===== config.mk =====
export PLATFORM = sky130hd
export DESIGN_NAME = vram_dma
export DESIGN_NICKNAME = d
export VERILOG_FILES = /design/src/rtl/vdma_pkg.sv /design/src/rtl/vdma_regfile.sv /design/src/rtl/vdma_mover.sv /design/src/rtl/vram_dma.sv
export SDC_FILE = /design/constraint.sdc
export NUM_CORES = 1
export LEC_CHECK = 0
export BUFFER_PORTS_ARGS = -buffer_cell sky130_fd_sc_hd__buf_2
export CAP_MARGIN = 20
export CORE_MARGIN = 3
export CORE_UTILIZATION = 55
export DETAILED_ROUTE_END_ITERATION = 8
export GPL_ROUTABILITY_DRIVEN = 0
export HOLD_SLACK_MARGIN = 0.08
export PLACE_DENSITY = 0.76
export SKIP_LAST_GASP = 1
export SLEW_MARGIN = 20
export SYNTH_ARGS = -nofsm -noshare
export SYNTH_HDL_FRONTEND = slang
export SYNTH_SLANG_ARGS = --single-unit

===== constraint.sdc =====
create_clock -name clk -period 2.4 [get_ports clk]
set_input_delay 0.48 -clock clk [delete_from_list [all_inputs] [get_ports clk]]
set_output_delay 0.48 -clock clk [all_outputs]
set_load 0.03 [all_outputs]

===== src/rtl/vdma_pkg.sv =====
package vdma_pkg;
  localparam int ADDR_W = 16;

  typedef enum logic [2:0] {
    SEL_SRC_HI = 3'd0,
    SEL_SRC_LO = 3'd1,
    SEL_DST_HI = 3'd2,
    SEL_DST_LO = 3'd3,
    SEL_CTRL   = 3'd4
  } vdma_sel_e;
endpackage


===== src/rtl/vdma_regfile.sv =====
module vdma_regfile
  import vdma_pkg::*;
(
  input  logic              clk,
  input  logic              rst_n,
  input  logic              wr_en,
  input  logic [2:0]        sel,
  input  logic [7:0]        wdata,
  input  logic              wb_en,
  input  logic [ADDR_W-1:0] wb_src,
  input  logic [ADDR_W-1:0] wb_dst,
  output logic [ADDR_W-1:0] src_raw,
  output logic [ADDR_W-1:0] dst_raw
);
  localparam int NBYTES = 2 * ADDR_W / 8;

  logic [2*ADDR_W-1:0] wb_all;
  logic [7:0]          bytes_q [NBYTES];

  assign wb_all = {wb_src, wb_dst};

  // byte i is the i-th byte counted from the top of {src, dst}
  for (genvar i = 0; i < NBYTES; i++) begin : g_byte
    always_ff @(posedge clk) begin
      if (!rst_n) begin
        bytes_q[i] <= 8'h00;
      end else if (wb_en) begin
        bytes_q[i] <= wb_all[2*ADDR_W-1-8*i -: 8];
      end else if (wr_en && sel == 3'(i)) begin
        bytes_q[i] <= wdata;
      end
    end
  end

  assign src_raw = {bytes_q[0], bytes_q[1]};
  assign dst_raw = {bytes_q[2], bytes_q[3]};
endmodule


===== src/rtl/vdma_mover.sv =====
module vdma_mover
  import vdma_pkg::*;
#(
  parameter int CNT_W = 12,
  parameter int WIN_W = 13
) (
  input  logic              clk,
  input  logic              rst_n,
  input  logic              load,
  input  logic [ADDR_W-1:0] load_src,
  input  logic [ADDR_W-1:0] load_dst,
  input  logic              go,
  input  logic [CNT_W-1:0]  go_len,
  input  logic [7:0]        bus_rdata,
  output logic              active,
  output logic              done,
  output logic [ADDR_W-1:0] cur_src,
  output logic [ADDR_W-1:0] cur_dst,
  output logic [ADDR_W-1:0] bus_addr,
  output logic              bus_rd,
  output logic              bus_wr,
  output logic [7:0]        bus_wdata
);
  localparam logic [ADDR_W-1:0] WIN_MASK = ADDR_W'((1 << WIN_W) - 1);

  logic [ADDR_W-1:0] src_q, dst_q, dst_next;
  logic [CNT_W-1:0]  cnt_q;
  logic              act_q, wr_phase_q, done_q;
  logic [7:0]        data_q;

  // destination wraps inside the window, upper bits held
  assign dst_next = (dst_q & ~WIN_MASK) | ((dst_q + ADDR_W'(1)) & WIN_MASK);

  always_ff @(posedge clk) begin
    if (!rst_n) begin
      src_q      <= '0;
      dst_q      <= '0;
      cnt_q      <= '0;
      act_q      <= 1'b0;
      wr_phase_q <= 1'b0;
      done_q     <= 1'b0;
      data_q     <= 8'h00;
    end else begin
      done_q <= 1'b0;
      if (load) begin
        src_q <= load_src;
        dst_q <= load_dst;
      end
      if (go) begin
        cnt_q      <= go_len;
        act_q      <= 1'b1;
        wr_phase_q <= 1'b0;
      end else if (act_q) begin
        if (!wr_phase_q) begin
          data_q     <= bus_rdata;
          wr_phase_q <= 1'b1;
        end else begin
          wr_phase_q <= 1'b0;
          src_q      <= src_q + ADDR_W'(1);
          dst_q      <= dst_next;
          cnt_q      <= cnt_q - CNT_W'(1);
          if (cnt_q == CNT_W'(1)) begin
            act_q  <= 1'b0;
            done_q <= 1'b1;
          end
        end
      end
    end
  end

  assign active    = act_q;
  assign done      = done_q;
  assign cur_src   = src_q;
  assign cur_dst   = dst_q;
  assign bus_rd    = act_q & ~wr_phase_q;
  assign bus_wr    = act_q & wr_phase_q;
  assign bus_addr  = wr_phase_q ? dst_q : src_q;
  assign bus_wdata = data_q;
endmodule


===== src/rtl/vram_dma.sv =====
module vram_dma
  import vdma_pkg::*;
#(
  parameter int                LEN_W     = 7,
  parameter int                BLK_LOG2  = 4,
  parameter int                WIN_W     = 13,
  parameter logic [ADDR_W-1:0] VRAM_BASE = 16'h8000
) (
  input  logic              clk,
  input  logic              rst_n,
  input  logic              reg_wr,
  input  logic [2:0]        reg_sel,
  input  logic [7:0]        reg_wdata,
  output logic [7:0]        reg_rdata,
  input  logic              hblank,
  output logic [ADDR_W-1:0] bus_addr,
  output logic              bus_rd,
  output logic              bus_wr,
  output logic [7:0]        bus_wdata,
  input  logic [7:0]        bus_rdata,
  output logic              cpu_stall,
  output logic              busy
);
  localparam int                CTRL_W   = LEN_W + 1;
  localparam int                CNT_W    = LEN_W + 1 + BLK_LOG2;
  localparam logic [ADDR_W-1:0] WIN_MASK = ADDR_W'((1 << WIN_W) - 1);
  localparam logic [ADDR_W-1:0] BLK_MASK = ~ADDR_W'((1 << BLK_LOG2) - 1);
  localparam logic [CNT_W-1:0]  BLK_LEN  = CNT_W'(1 << BLK_LOG2);

  logic [ADDR_W-1:0] src_raw, dst_raw, src_cap, dst_cap, cur_src, cur_dst;
  logic [CTRL_W-1:0] len_q;
  logic              hb_mode_q, hb_prev_q, run_hb_q;
  logic              active, done, ctrl_wr, src_bad, accept, gen_go, hb_go;
  logic              new_hb;
  logic [CNT_W-1:0]  go_len;

  assign src_cap = src_raw & BLK_MASK;
  assign dst_cap = (dst_raw & WIN_MASK & BLK_MASK) | VRAM_BASE;
  assign src_bad = (src_cap & ~WIN_MASK) == VRAM_BASE;
  assign new_hb  = reg_wdata[LEN_W];

  assign ctrl_wr = reg_wr && (reg_sel == SEL_CTRL) && !active && !done;
  assign accept  = ctrl_wr && !src_bad;
  assign gen_go  = accept && !hb_mode_q && !new_hb;
  assign hb_go   = hb_mode_q && hblank && !hb_prev_q && !active && !done && !accept;
  assign go_len  = gen_go ? (CNT_W'({1'b0, reg_wdata[LEN_W-1:0]} + CTRL_W'(1)) << BLK_LOG2)
                          : BLK_LEN;

  vdma_regfile u_regs (
    .clk     (clk),
    .rst_n   (rst_n),
    .wr_en   (reg_wr),
    .sel     (reg_sel),
    .wdata   (reg_wdata),
    .wb_en   (done),
    .wb_src  (cur_src),
    .wb_dst  (cur_dst),
    .src_raw (src_raw),
    .dst_raw (dst_raw)
  );

  vdma_mover #(.CNT_W(CNT_W), .WIN_W(WIN_W)) u_mover (
    .clk       (clk),
    .rst_n     (rst_n),
    .load      (accept),
    .load_src  (src_cap),
    .load_dst  (dst_cap),
    .go        (gen_go | hb_go),
    .go_len    (go_len),
    .bus_rdata (bus_rdata),
    .active    (active),
    .done      (done),
    .cur_src   (cur_src),
    .cur_dst   (cur_dst),
    .bus_addr  (bus_addr),
    .bus_rd    (bus_rd),
    .bus_wr    (bus_wr),
    .bus_wdata (bus_wdata)
  );

  always_ff @(posedge clk) begin
    if (!rst_n) begin
      len_q     <= '1;
      hb_mode_q <= 1'b0;
      hb_prev_q <= 1'b0;
      run_hb_q  <= 1'b0;
    end else begin
      hb_prev_q <= hblank;
      if (gen_go || hb_go) run_hb_q <= hb_go;
      if (accept) begin
        hb_mode_q <= new_hb;
        len_q     <= new_hb ? {1'b0, reg_wdata[LEN_W-1:0]} : reg_wdata[CTRL_W-1:0];
      end else if (done) begin
        if (run_hb_q) begin
          len_q <= len_q - CTRL_W'(1);
          if (len_q == '0) hb_mode_q <= 1'b0;
        end else begin
          len_q[LEN_W] <= 1'b1;
        end
      end
    end
  end

  always_comb begin
    case (vdma_sel_e'(reg_sel))
      SEL_SRC_HI: reg_rdata = src_raw[15:8];
      SEL_SRC_LO: reg_rdata = src_raw[7:0];
      SEL_DST_HI: reg_rdata = dst_raw[15:8];
      SEL_DST_LO: reg_rdata = dst_raw[7:0];
      SEL_CTRL:   reg_rdata = 8'(len_q);
      default:    reg_rdata = 8'hFF;
    endcase
  end

  assign cpu_stall = active | done;
  assign busy      = active | hb_mode_q;
endmodule


==> metrics, run 1 <==
cell count after synthesis=610; Pwr per Cell Area=529 nW/um^2; vias=5093; Worst-Margin Slew=722 ps; Crit path top cell by count=o21ai_0; cell leakage power=0.00237 uW; register area share after synthesis=0.423; final net count=690; Yosys warning total=0; Synth Cell Area=5390 sq um; EDFF count, synth=32; Synth Area in Compound Gates=0.228; ANT cells=0; largest net degree at the start of global routing=38; r2r setup slk=190 ps; Worst Path Required=1920 ps; Final Hold Fails=0; final core utilization=0.643; Synth area leaders=dfxtp_1 25%, edfxtp_1 18%, a22o_1 5.2%; clock sink count=98; Core Area=9370 sq um; die area=11000 sq um; Adder-Cell Fraction of Synth Area=0.0162; Fin Setup TNS=0 ps; Yosys top cell area share=0.245; dpl cell area=5820 sq um; initial drt markers=486; Critical Path Fanout Max=2; commonest non-fill, non-tap cell in the layout=dfxtp_1; Final Non-Filler Cells=794; clk root buf=clkbuf_8; CTS Buf Count=9; Post-synth ARST share=0; Setup Skew=17.1 ps; TritonCTS clock tree=yes; initial core utilization=0.575; gr usage total=0.287; kind of cell adding the most delay to the critical path=compound AO/OA/AOI/OAI gates; Power Total=3190 uW; maximum capacitance violations=0; commonest non-fill, non-tap cells in the layout=66 x dfxtp_1, 58 x nand2_1, 58 x buf_2; synthesis-to-finish area growth=11.8%; Simple-Gate Fraction of Synth Area=0.202; status=finished, final reports clean; Post-Synth XOR/XNOR Area=0.0260; initial antenna violation count=0; cell accounting for the most synthesized area=dfxtp_1; crit path DAT=1850 ps; num rows=35; crit-path cells=mux2_2, a221oi_2, o21ai_0, nand2_1, o21ai_0, buf_2; Detailed Route WL=15800 um; CP Launch Type=register; slowest CP cell=edfxtp_1; Slew Limit Fails=0; # DRC=0; Worst Hold Class=in2reg; Final setup viols=0; drt first pass iters=5; most used flip-flop cell after synthesis=dfxtp_1; worst vdd ir=298 uV; CP bufs+invs=1; I/O pins=59; die height=105 um; GRT overflow=0; largest family of logic cells by synthesized area=compound AO/OA/AOI/OAI gates; Cells after DPL=777; Avg Inst Size Synth=8.84 sq um; hold_buf cts=0; Worst-Skew Late Latency=360 ps; H-tree lvl count=3; CTS Buffer Depth=2; Slew Limit Headroom=0.518; Post-Syn Nets=640; multiplexer share of the synthesized area=0.0531; layout cells sized above 1=0.212; Routed Antenna Nets=0; critical path's largest stage delay=460 ps; Yosys cell types=76; first-pass GRT wire length=25200 um; Critical Setup Path Class=reg2out; Setup crit end kind=output port; Fmax=0.430 GHz; Tmin final=2330 ps; Die X=105 um; DR vias/cell=6.41; #FFs+latches synth=98; IO buf count=58; vias in the first global route=4810; detailed placement HPWL=11200 um; Clock transition at path regs=100 ps; filler cell count=837; fin crit share=0.970; DR WL/cell=19.9 um; post-layout instance area=6030 sq um
state kept, by name, indices dropped and copies added, names as in the netlist, 8 cells and up:
signal and cells:
u_regs.bytes_q 32, u_mover.cur_dst 16, u_mover.cur_src 16, u_mover.cnt_q 12, len_q 8, u_mover.bus_wdata 8
cell families (layout without fill, tap and decap cells):
kind of cell               count (synthesis)  in the layout
and+or+nand+nor                          216            216
AOI/OAI and AO/OA                        183            183
DFF                                       98             98
buffers and inverters                     64            119
muxes                                     26             26
xor gates and xnor gates                  16             16
adders and majority gates                  7              7
routing by layer:
layer,track usage,part of all wire,vias to the layer above
met5,0,0,-
met4,0.101,0.028,0
met3,0.0408,0.10,36
met2,0.440,0.45,271
met1,0.414,0.42,2440
li1,-,-,2346
Yosys cell counts, types with 3 or more instances:
cell and instances:
a221oi_1 3, edfxtp_1 32, xnor2_1 6, buf_6 3, o221a_2 3, buf_2 3
a31oi_1 9, nand2b_1 8, o22a_1 4, and2_1 6, a22oi_1 4, mux2_2 21
nand3_1 23, nand4_1 13, o21ai_0 40, ha_1 7, a22o_1 32, o22ai_1 8
mux2i_1 5, o21a_1 3, a21oi_1 50, nand2_1 58, inv_1 17, clkbuf_1 30
xor2_1 10, and3_1 6, a32oi_1 4, dfxtp_1 66, buf_1 6, nor2_1 56
nor3_1 10, nor4_1 8
power by group:
part	switching [uW]	internal (uW)
Clock	577	474
Sequential	37.8	1750
Combinational	230	122
worst register-to-register path, cell delays in order (launching register included):
cell,delay (ps)
edfxtp_1,440
or3b_4,430
nand4_1,270
or3b_1,530
a21boi_1,190
o221a_2,250
per-stage QoR:
step	hold slack (ps)	worst slack, ps
floorplan	438	93.4
global placement	439	62.0
detailed placement	446	-20.1
CTS	316	19.5
global route	320	-10.1
finish	326	72.5
layout make-up:
type | instances | area [sq um] | share of cell area
multi-input combinational | 448 | 2840 | 0.471
sequential | 98 | 2280 | 0.379
timing repair buffer | 83 | 478 | 0.0793
clock buffer | 13 | 170 | 0.0282
tap | 129 | 161 | 0.0268
inverter | 20 | 75.1 | 0.0125
clock inverter | 3 | 21.3 | 0.00353
path summary, 6_finish.rpt:
check / from / endpoint / depth (start not counted)
worst max register to register: u_regs.bytes_q[0][5]$_DFFE_PP_ / u_mover.cnt_q[11]$_SDFFE_PN0P_ / 5
worst max-delay path: u_regs.bytes_q[2][1]$_SDFFCE_PN0P_ / reg_rdata[1] / 6
worst min register to register: u_mover.bus_wdata[1]$_SDFFE_PN0P_ / u_mover.bus_wdata[1]$_SDFFE_PN0P_ / 2
worst min-delay path: hblank / hb_prev_q$_SDFF_PN0_ / 2
timing repair:
item | CTS | global route
setup endpoints to repair | 13 | 1
buffers inserted | 0 | 1
gates resized for setup | 1 | 1
Note: power is estimated with default switching activity, not from simulation.
==> run 2: changes to the inputs <==
Settings changed: PLACE_DENSITY 0.76 to 0.75, SYNTH_HIERARCHICAL set to 1.
==> run 2 against run 1 <==
The run now ends with negative setup slack left; total power increased by 2.7%; synthesized cell count decreased by 2.5%; count of clock-buffer cells in the layout decreased by 1; flip-flop and latch count unchanged; clock skew decreased by 2.2 ps; critical path depth increased by 3; cell count increased by 3.5%; sequential share of layout area decreased by 3.6 points; final area increased by 10%; critical path type is now reg2reg; critical endpoint is now u_mover/cur_dst[7]$_SDFF_PN0_; largest cell class unchanged.
==> metrics, run 2 <==
maximum capacitance violations=0 (unchanged); pre-CTS setup slack=-48.1 ps (-28.0 ps); CP Launch Type=register; commonest non-fill, non-tap cell in the layout=dfxtp_1; Pwr per Cell Area=492 nW/um^2 (-7.0%); final core utilization=0.675 (+0.0314); detailed placement HPWL=11600 um (+3.4%); Setup Skew=14.8 ps (-2.23 ps); Avg Inst Size Synth=9.45 sq um (+6.9%); crit path DAT=2810 ps (+960 ps); Fmax=0.399 GHz (-7.1%); Power Total=3280 uW (+2.7%); first-pass GRT wire length=25800 um (+2.2%); Worst Hold Class=in2reg; initial core utilization=0.570 (-0.00567); FF-to-FF path depth=9 (+4); die area=11500 sq um (+4.0%); largest register by flop count=u_regs/bytes_q; cell count after synthesis=595 (-2.5%); EDFF count, synth=32 (unchanged); Slew Limit Fails=0 (unchanged); drt first pass iters=6 (+1); Final Hold Fails=0 (unchanged); hold_buf cts=0 (unchanged); die height=107 um (+2.0%); ANT cells=0 (unchanged); initial drt markers=764 (+57%); reg2reg end=u_mover/cur_dst[7]$_SDFF_PN0_; RSZ-0062 raised after global routing=true; DR WL/cell=20.2 um (+1.6%); gr usage total=0.287 (+0.000470); synthesis-to-finish area growth=18.4%; fin crit share=1.04 (+0.0738); TritonCTS clock tree=yes; Yosys top cell area share=0.235 (-0.00993); top-count cell post-synth=dfxtp_1; Post-synth ARST share=0 (unchanged); Largest register FFs=32 (unchanged); Clock transition at path regs=110 ps (about the same); clock sink count=98 (unchanged); Yosys cell types=80 (+5.3%); status=finished, violations left; Worst-Skew Late Latency=370 ps (about the same); Final setup viols=7 (+7); CP Capture Point=u_mover/cur_dst[7]$_SDFF_PN0_; vias=5293 (+3.9%); Detailed Route WL=16600 um (+5.2%); failing checks=negative setup slack; cell leakage power=0.00257 uW (+8.1%); #FFs+latches synth=98 (unchanged); Die X=107 um (+2.0%); reg-to-reg startpoint=u_regs/bytes_q[0][6]$_DFFE_PP_; CTS Buf Count=9 (unchanged); area of the multi-input gates=3210 sq um (+13%); # DRC=0 (unchanged); Routed Antenna Nets=0 (unchanged); worst vdd ir=269 uV (-9.8%); CTS Buffer Depth=2 (unchanged); final net count=715 (+3.6%); vias in the first global route=4829 (+0.40%); DR vias/cell=6.44 (+0.39%); Critical Path Start=u_regs/bytes_q[0][6]$_DFFE_PP_; Critical Setup Path Class=reg2reg; Setup crit end kind=register; Hold Startpoint=hblank; num rows=36 (+2.9%); r2r setup slk=-100 ps (-290 ps); H-tree lvl count=3 (unchanged); dpl cell area=6300 sq um (+8.3%); Core Area=9860 sq um (+5.3%); clk root buf=clkbuf_8; largest net degree at the start of global routing=39 (+2.6%); layout cells sized above 1=0.282 (+0.0695); Yosys warning total=6 (+6); most used flip-flop cell after synthesis=dfxtp_1; post-layout instance area=6650 sq um (+10%); synth cell count leaders=66 x dfxtp_1, 47 x nor2_1, 40 x nand3_1; initial antenna violation count=0 (unchanged); commonest non-fill, non-tap cells in the layout=66 x dfxtp_1, 58 x buf_2, 46 x nor2_1; Register Area=2280 sq um (unchanged); IO buf count=58 (unchanged); Slew Limit Headroom=0.269 (-0.249); Worst-Margin Slew=1090 ps (+372 ps); Synth Cell Area=5620 sq um (+4.2%); cell accounting for the most synthesized area=dfxtp_1; filler cell count=774 (-7.5%); Tmin final=2500 ps (+177 ps); Synth area leaders=dfxtp_1 24%, edfxtp_1 17%, mux2_2 4.6%; register area share after synthesis=0.406 (-0.0171); GRT overflow=0 (unchanged); Critical Path Fanout Max=5 (+3); post-route setup slack=-105 ps (-177 ps); Worst Path Required=2700 ps (+780 ps); I/O pins=59 (unchanged)
[run 2: cell types whose count changed after synthesis, moves of 10 or more]
| cell | before | now |
|---|---|---|
| a22o_1 | 32 | 0 |
| a32o_1 | 0 | 16 |
| buf_2 | 3 | 17 |
| a21oi_1 | 50 | 27 |
| nand3_1 | 23 | 40 |
| a211oi_1 | 2 | 16 |
| nand2_1 | 58 | 39 |
| mux2i_1 | 5 | 15 |
[run 2: worst max-delay path: stages (launching register included)]
cell      delay, ps
edfxtp_1        410
or3b_4          420
nand3_2         100
nor3_2           50
or2_4           260
nand3b_4        200
buf_12          160
nor4_4          370
mux2_4          340
a21oi_2         120
[run 2: area by class of cell]
cell class                 instances  share of cell area
multi-input combinational        451               0.483
timing repair buffer             112               0.118
tap                              133              0.0250
clock inverter                     3             0.00263
clock buffer                      12              0.0220
inverter                          13             0.00733
sequential                        98               0.343
[run 2: logic make-up after synthesis]
family	synth area share
and+or+nand+nor	0.205
AOI/OAI and AO/OA	0.216
DFF	0.406
buffers and inverters	0.0485
muxes	0.0728
xor gates and xnor gates	0.0343
adders and majority gates	0.0156
other	0.00134
[run 2: worst min path at each step]
| stage | to | depth (start not counted) | slack (ps) |
|---|---|---|---|
| 2_1_floorplan | u_mover/done$_SDFF_PP0_ | 1 | 440 |
| 3_3_place_gp | u_mover/done$_SDFF_PP0_ | 1 | 470 |
| 3_5_place_dp | u_mover/done$_SDFF_PP0_ | 1 | 480 |
| 4_1_cts | hb_prev_q$_SDFF_PN0_ | 2 | 310 |
| 5_1_grt | hb_prev_q$_SDFF_PN0_ | 2 | 330 |
| 6_report | hb_prev_q$_SDFF_PN0_ | 2 | 320 |
[run 2: timing repair]
action,CTS,global route
gates resized for setup,2,20
gates cloned,0,1
setup buffers,0,11
endpoints found under the setup margin,2,20
pin swaps,0,11
[run 2: metrics by stage]
stage / TNS [ps] / hold slack (ps) / std cells
global route: -1730 / 330 / 822
floorplan: 0 / 445 / 608
CTS: -8.08 / 313 / 810
finish: -438 / 319 / 822
detailed placement: -108 / 477 / 795
global placement: -8.35 / 465 / 795
[run 2: report_power, final]
group | leakage (uW) | switching, uW | internal (uW)
Sequential | 0.000841 | 71.2 | 1770
Clock | 0.0000852 | 592 | 403
Combinational | 0.00164 | 270 | 168
Total | 0.00257 | 933 | 2340
[run 2: per-layer routing]
| metal | track usage | share of wire | routed length, um | vias up |
|---|---|---|---|---|
| met2 | 0.437 | 0.45 | 7540 | 331 |
| met5 | 0 | 0 | 0 | - |
| li1 | - | - | - | 2404 |
| met1 | 0.410 | 0.42 | 6970 | 2508 |
| met3 | 0.0458 | 0.097 | 1620 | 50 |
| met4 | 0.111 | 0.030 | 493 | 0 |
==> run 3: changes to the inputs <==
==> constraint.sdc (replaced) <==
create_clock -name clk -period 3 [get_ports clk]
set_input_delay 0.15 -clock clk [delete_from_list [all_inputs] [get_ports clk]]
set_output_delay 0.15 -clock clk [all_outputs]
set_load 0.03 [all_outputs]
==> run 3 against run 2 <==
The run now ends clean; maximum frequency decreased by 8.1%; total power decreased by 19%; largest power group unchanged; cell count decreased by 3.2%; count of clock-buffer cells in the layout decreased by 3; first-iteration DRC count decreased by 0.13%; worst setup slack improved by 380 ps.
==> metrics, run 3 (synthesized netlist as in run 2, its figures left out) <==
status=finished, final reports clean; Worst-Skew Late Latency=390 ps (+20 ps); H-tree lvl count=3 (unchanged); Slew Limit Headroom=0.258 (-0.0108); Clock transition at path regs=110 ps (about the same); Int Pwr=1860 uW (-21%); Final Hold Fails=0 (unchanged); gr usage total=0.277 (-0.0105); Reg power frac=0.556 (-0.007); clock sink count=98 (unchanged); Core Area=9860 sq um (unchanged); Power Total=2650 uW (-19%); Final Non-Filler Cells=796 (-3.2%); Setup Skew=14.5 ps (-0.349 ps); I/O pins=59 (unchanged); Worst Path Required=3280 ps (+580 ps); Setup crit end kind=register; die area=11500 sq um (unchanged); Fmax=0.367 GHz (-8.1%); vias=5074 (-4.1%); detailed placement HPWL=11100 um (-4.1%); first-pass GRT wire length=24600 um (-4.8%); worst vdd ir=226 uV (-16%); commonest non-fill, non-tap cell in the layout=dfxtp_1; cts repair resizes=0 (-2); commonest non-fill, non-tap cells in the layout=66 x dfxtp_1, 58 x buf_2, 47 x nor2_1; largest register by flop count=u_regs/bytes_q; Die X=107 um (unchanged); initial core utilization=0.570 (unchanged); # DRC=0 (unchanged); Critical Path Fanout Max=13 (+8); Largest register FFs=32 (unchanged); final net count=688 (-3.8%); Cells after DPL=771 (-3.0%); combinational share of power=0.124 (-0.010); layout cells sized above 1=0.217 (-0.0644); Routed Antenna Nets=0 (unchanged); fin crit share=0.909 (-0.135); crit path DAT=3010 ps (+200 ps); Detailed Route WL=15600 um (-6.0%); DR vias/cell=6.37 (-1.0%); Fin Setup TNS=0 ps (+438 ps); Switch Pwr=789 uW (-15%); CTS Buffer Depth=2 (unchanged); initial drt markers=763 (-0.13%); initial antenna violation count=0 (unchanged); die height=107 um (unchanged); Final setup viols=0 (-7); RSZ-0062 raised after global routing=false; IO buf count=58 (unchanged); Slew Limit Fails=0 (unchanged); synthesis-to-finish area growth=12.3%; Worst-Margin Slew=1110 ps (+16.2 ps); vias in the first global route=4628 (-4.2%); ANT cells=0 (unchanged); GRT overflow=0 (unchanged); cell leakage power=0.00236 uW (-8.0%); final core utilization=0.640 (-0.0348); maximum capacitance violations=0 (unchanged); dpl cell area=6040 sq um (-4.2%); CP Launch Type=register; num rows=36 (unchanged); drt first pass iters=6 (unchanged); Critical Setup Path Class=reg2reg; filler cell count=800 (+3.4%); Clock Power Share=0.320 (+0.016); TritonCTS clock tree=yes; Sw Ratio=0.298 (+0.0133); post-layout instance area=6310 sq um (-5.2%); Tmin final=2730 ps (+221 ps); Setup Buffers After CTS=0 (unchanged); Pwr per Cell Area=419 nW/um^2 (-15%); DR WL/cell=19.6 um (-3.0%); largest net degree at the start of global routing=38 (-2.6%); CTS Buf Count=9 (unchanged); clk root buf=clkbuf_8; Worst Hold Class=in2reg
-- run 3: repair_timing --
action                                 4_1_cts  5_1_grt
hold buffers                                 9        0
endpoints found under the hold margin        9        0
setup endpoints to repair                    0        0
-- run 3: per-layer routing --
metal,vias to the layer above,wire (um),global-route usage
met5,-,0,0
met4,0,467,0.119
met3,41,1640,0.0626
met2,302,6820,0.410
met1,2377,6690,0.388
li1,2354,-,-
-- run 3: metrics by stage --
step | setup slack [ps] | hold slack, ps
floorplan | 362 | 268
global placement | 415 | 370
detailed placement | 351 | 381
CTS | 319 | 103
global route | 67.3 | 126
finish | 274 | 119
-- run 3: power by group through the flow --
stage	sequential, uW	clock (uW)	combinational (uW)
5_1_grt	1480	901	355
4_1_cts	1470	855	324
3_5_place_dp	1500	0	315
6_report	1470	846	329
3_3_place_gp	1500	0	309
2_1_floorplan	1480	0	224
-- run 3: cell type report --
cell class / instances / area [sq um] / area share
multi-input cells: 451 / 3110 / 0.493
clock inverters: 7 / 60.1 / 0.00952
flip-flops and latches: 98 / 2280 / 0.362
well taps: 133 / 166 / 0.0264
inverters: 13 / 48.8 / 0.00773
clock buffers: 9 / 124 / 0.0196
repair buffers: 85 / 515 / 0.0817
-- run 3: path summary, 6_finish.rpt --
kind	cells past startpoint	start	end	slack (ps)
worst max register to register	9	u_regs/bytes_q[0][6]$_DFFE_PP_	u_mover/cur_dst[6]$_SDFF_PN0_	270
worst min register to register	1	u_mover/cnt_q[11]$_SDFFE_PN0P_	u_mover/done$_SDFF_PP0_	500
worst max-delay path	9	u_regs/bytes_q[0][6]$_DFFE_PP_	u_mover/cur_dst[6]$_SDFF_PN0_	270
worst min-delay path	3	reg_wdata[2]	len_q[2]$_SDFFE_PN1P_	120
-- run 3: critical path, cell delays in order, from the launching register on --
cell	delay, ps
edfxtp_1	440
or3b_1	400
nand3_2	150
nor3_1	80
or2_2	330
nand3b_4	230
buf_4	220
nor3_1	290
a211oi_1	120
a2111oi_1	360
